## config.mk

```make
export PLATFORM = sky130hd
export DESIGN_NAME = ioport_latch
export DESIGN_NICKNAME = d
export VERILOG_FILES = /design/src/rtl/ioport_latch.sv
export SDC_FILE = /design/constraint.sdc
export NUM_CORES = 1
export LEC_CHECK = 0
export BUFFER_PORTS_ARGS = -buffer_cell sky130_fd_sc_hd__buf_2
export CAP_MARGIN = 20
export CORE_MARGIN = 1
export CORE_UTILIZATION = 25
export DETAILED_ROUTE_END_ITERATION = 16
export GPL_ROUTABILITY_DRIVEN = 0
export SLEW_MARGIN = 20
export SYNTH_ARGS = -nofsm -noshare
export SYNTH_HDL_FRONTEND = slang
export SYNTH_SLANG_ARGS = --single-unit
```

## constraint.sdc

```tcl
create_clock -name clk -period 1.7 [get_ports clk]
set_input_delay 0.34 -clock clk [delete_from_list [all_inputs] [get_ports clk]]
set_output_delay 0.34 -clock clk [all_outputs]
set_load 0.02 [all_outputs]
```

## src/rtl/ioport_latch.sv

```systemverilog
module ioport_latch (
  input  logic        clk,
  input  logic        rst_n,
  input  logic        sync_n,
  input  logic        cmd_phase,
  input  logic        rd_cycle,
  input  logic        mem_io_n,
  input  logic        dma_ack_n,
  input  logic        hold_ack_n,
  input  logic [2:0]  mcode,
  input  logic [0:15] ad_in,
  output logic [0:15] ad_out,
  output logic        ad_oe,
  input  logic [15:0] rd_word,
  output logic [15:0] cmd_word,
  output logic        dec_en,
  output logic [15:0] wr_word,
  output logic        wr_stb,
  output logic [2:0]  mc_q,
  output logic        ready_n
);

  logic        sync_q;
  logic [15:0] bus_word;
  logic [15:0] cmd_hold;
  logic        io_sel;
  logic        rdy_q;
  logic        fall, rise;

  assign bus_word = ad_in;
  assign fall     = sync_q & ~sync_n;
  assign rise     = ~sync_q & sync_n;

  always_ff @(posedge clk or negedge rst_n)
    if (!rst_n) sync_q <= 1'b1;
    else        sync_q <= sync_n;

  always_ff @(posedge clk or negedge rst_n)
    if (!rst_n) cmd_hold <= '0;
    else if (!sync_n && cmd_phase) cmd_hold <= bus_word;

  assign cmd_word = (!sync_n && cmd_phase) ? bus_word : cmd_hold;

  always_ff @(posedge clk or negedge rst_n)
    if (!rst_n) begin
      io_sel <= 1'b0;
      rdy_q  <= 1'b0;
    end else begin
      rdy_q <= rise && cmd_phase && !mem_io_n;
      if (rise && cmd_phase) io_sel <= ~mem_io_n;
    end

  assign dec_en  = io_sel;
  assign ready_n = ~rdy_q;

  always_ff @(posedge clk or negedge rst_n)
    if (!rst_n) begin
      wr_word <= '0;
      wr_stb  <= 1'b0;
    end else begin
      wr_stb <= fall && !cmd_phase && io_sel && !rd_cycle;
      if (fall && !cmd_phase && io_sel && !rd_cycle) wr_word <= bus_word;
    end

  always_ff @(posedge clk or negedge rst_n)
    if (!rst_n) mc_q <= '0;
    else if (fall && dma_ack_n && hold_ack_n) mc_q <= mcode;

  assign ad_oe  = !sync_n && !cmd_phase && rd_cycle && io_sel;
  assign ad_out = rd_word;

  p_oe_low_phase_r6: assert property (@(posedge clk) disable iff (!rst_n)
    ad_oe |-> (!sync_n && !cmd_phase));
  p_ready_single_r9: assert property (@(posedge clk) disable iff (!rst_n)
    !ready_n |=> ready_n);
  p_mc_frozen_r7: assert property (@(posedge clk) disable iff (!rst_n)
    (!dma_ack_n || !hold_ack_n) |=> $stable(mc_q));
  p_cmd_held_r3: assert property (@(posedge clk) disable iff (!rst_n)
    (sync_n && $past(sync_n)) |-> $stable(cmd_word));
  p_wr_in_low_r5: assert property (@(posedge clk) disable iff (!rst_n)
    wr_stb |-> (!sync_n && dec_en && !ad_oe));

endmodule

```

==> flow_summary.json <==
{
  "hold_buffers": 0,
  "cts_tree": "built",
  "area_delta_synth_final_pct": 30.8,
  "slowest_stage": "mux2_2",
  "antenna_found_initial": 0,
  "grtUsageMet3_pct": 4.78,
  "drt-initial-drc-count": 15,
  "relSlewSlack_pct": 66.5,
  "post_drt_via_cell_ratio": 4.35,
  "max_clock_freq_mhz": 599,
  "end_kind": "output port",
  "ios": 98,
  "synth-simple-area-share_pct": 4.78,
  "grt.total_usage_pct": 9.93,
  "crit_arrival_ns": 1.33,
  "drive_above_1_share_pct": 71.6,
  "synthDistinctLibCells": 16,
  "status": "complete, no violations",
  "cts_root_buf": "clkbuf_8",
  "die-area_mm2": 0.00671,
  "required_ns": 1.36,
  "cts_made_buffers": 5,
  "crit_path_max_fanout": 8,
  "synth_top_area_share_pct": 59.5,
  "avgSynthCellArea_um2": 15.5,
  "synth_seq_cells": 39,
  "maxCapViolCount": 0,
  "holdCritPathClass": "in2async",
  "diodes": 0,
  "core_mm2": 0.00603,
  "crit_chain": "buf_6, or2b_4, clkbuf_16, mux2_2, buf_2",
  "clock-sinks": 39,
  "rr_worst_depth": 3,
  "grt_pass1_wl_mm": 4.84,
  "vias": 1031,
  "period_needed_ns": 1.67,
  "clock_path_buffers": 2,
  "top_usage_layer": "met2",
  "p_per_area_mw_per_mm2": 1240,
  "synth_area_mm2": 0.00160,
  "tns_ns": 0,
  "fill_cells": 616,
  "rsz0062_at_grt": "yes",
  "synth_mux_area_share_pct": 24.7,
  "fin_crit_sh_pct": 98.3,
  "synth_largest_area_cell": "dfrtp_1",
  "synth_xor_area_share_pct": 0,
  "grt_pass1_vias": 1007,
  "synth_compound_area_share_pct": 0.313,
  "slew_violations": 0,
  "hold_viol_final": 0,
  "final_antenna_net_count": 0,
  "htreeDepth": 2,
  "route.detailed.drc": 0,
  "use_met2_pct": 14.0,
  "die_y_um": 81.9,
  "grt-ovfl-total": 0,
  "leakage_uw": 0.00103,
  "fin_cells": 237,
  "dp_cells": 228,
  "dp_hpwl_mm": 2.21,
  "synth_fa_ha_area_share_pct": 0,
  "worstSetupStartpointType": "input pin",
  "clk_pin_slew_ns": 0.08,
  "nets": 204,
  "synthTopCellsByArea": "dfrtp_1 60%, mux2_2 25%, buf_4 7.5%",
  "first_pass_iters": 4,
  "tightest_slew_ns": 0.502,
  "syn_inst": 103,
  "die_x_um": 81.9,
  "met1_usage_pct": 12.6,
  "synth_top_family_by_area": "multiplexers",
  "syn_nets": 146,
  "max_stage_delay_ns": 0.34,
  "routed_wl_mm": 3.31,
  "cts_post_setup_buffers_inserted": 0,
  "setup_viol": 0,
  "initial_utilization_pct": 26.5,
  "skew_ns": 0.00781,
  "avgRoutedWirePerCell_um": 14.0,
  "path_class": "in2out",
  "ys_warn_count": 0,
  "std_cell_rows": 28,
  "clk_latency_ns": 0.29,
  "max-vdd-ir-drop_v": 0.000632,
  "grt_max_degree": 40,
  "io_buffers": 65,
  "ys_seq_area_share_pct": 61.2
}
## synth_stat cells (all sizes together)
| library cell | instances |
|---|---|
| buf | 19 |
| nor4b | 1 |
| nor3 | 1 |
| or2b | 1 |
| nand2b | 2 |
| o21ai | 1 |
| dfstp | 1 |
| nand4b | 1 |
| mux2 | 35 |
| nor3b | 1 |
| inv | 1 |
| nand2 | 1 |
| dfrtp | 38 |
## critical path, delay by kind of cell
kind / cells / cell delay (ns)
multiplexers: 1 / 0.34
buffers and inverters: 3 / 0.42
AND/OR/NAND/NOR: 1 / 0.23
## registers in the layout (all words and copies together), names as in the netlist
name      flops
mc_q          3
sync_q        1
wr_stb        1
wr_word      16
dec_en        1
rdy_q         1
cmd_hold     16
## worst paths after layout
path / from / to / slack [ns]
min in group clk: mem_io_n / rdy_q / 0.22
max reg2reg: sync_q / wr_word[0] / 0.23
max: cmd_phase / cmd_word[7] / 0.03
min: rst_n / wr_word[8] / 0.10
max in group asynchronous: rst_n / sync_q / 1.23
min reg2reg: cmd_hold[12] / cmd_hold[12] / 0.50
## per-stage QoR
| step | util, % | hold WS [ns] | area [um2] | total power [uW] | setup slack (ns) |
|---|---|---|---|---|---|
| after global routing | 34.7 | 0.143 | 2090 | 2730 | 0.00212 |
| after floorplan | - | 0.0444 | 1600 | 1730 | 0.0606 |
| after CTS | 33.5 | 0.115 | 2020 | 2600 | 0.0155 |
| final | 34.7 | 0.102 | 2090 | 2580 | 0.0294 |
| after global placement | 32.0 | 0.426 | 1930 | 1950 | 0.0211 |
| after detailed placement | 32.0 | 0.435 | 1930 | 1970 | 0.0282 |
## placed cells by master, fill, tap and decap left out, drive strengths merged
cell / instances
dfstp: 1
buf: 69
nor3b: 1
dfrtp: 38
nand2: 1
o21ai: 1
nand2b: 2
nor4b: 1
clkinv: 1
clkinvlp: 1
nor3: 1
or2b: 1
mux2: 35
clkbuf: 7
inv: 1
nand4b: 1
## cell families (layout without fill, tap and decap cells)
group / after synthesis / after routing
flops: 39 / 39
mux: 35 / 35
buf+inv: 20 / 79
simple gates: 8 / 8
compound gates: 1 / 1
## report_power, final
part           internal (uW)  total, uW  switching, uW
Combinational            341        775            433
Clock                    287        610            323
Sequential              1120       1200           78.0
Total                   1750       2580            834
## area by class of cell
cell class                 count  area (um2)  share of cell area, %
multi-input combinational     44         490                   23.5
sequential                    39         977                   46.8
clock buffer                   6        72.6                   3.47
clock inverter                 2        12.5                  0.599
tap                           75        93.8                   4.49
timing repair buffer          70         439                   21.0
inverter                       1        3.75                  0.180
## timing repair
| item | CTS | global route |
|---|---|---|
| hold endpoints to repair | 0 | 0 |
| setup endpoints to repair | 0 | 16 |
| gates resized for setup | 0 | 13 |
## routing by layer
layer / vias up / routed length [um] / share of wire [%]
met4: 0 / 74 / 2.2
met2: 56 / 1420 / 43
met5: - / 0 / 0
li1: 456 / - / -
met3: 15 / 315 / 9.5
met1: 504 / 1500 / 45
No activity file was read; power rests on OpenSTA's default activity.
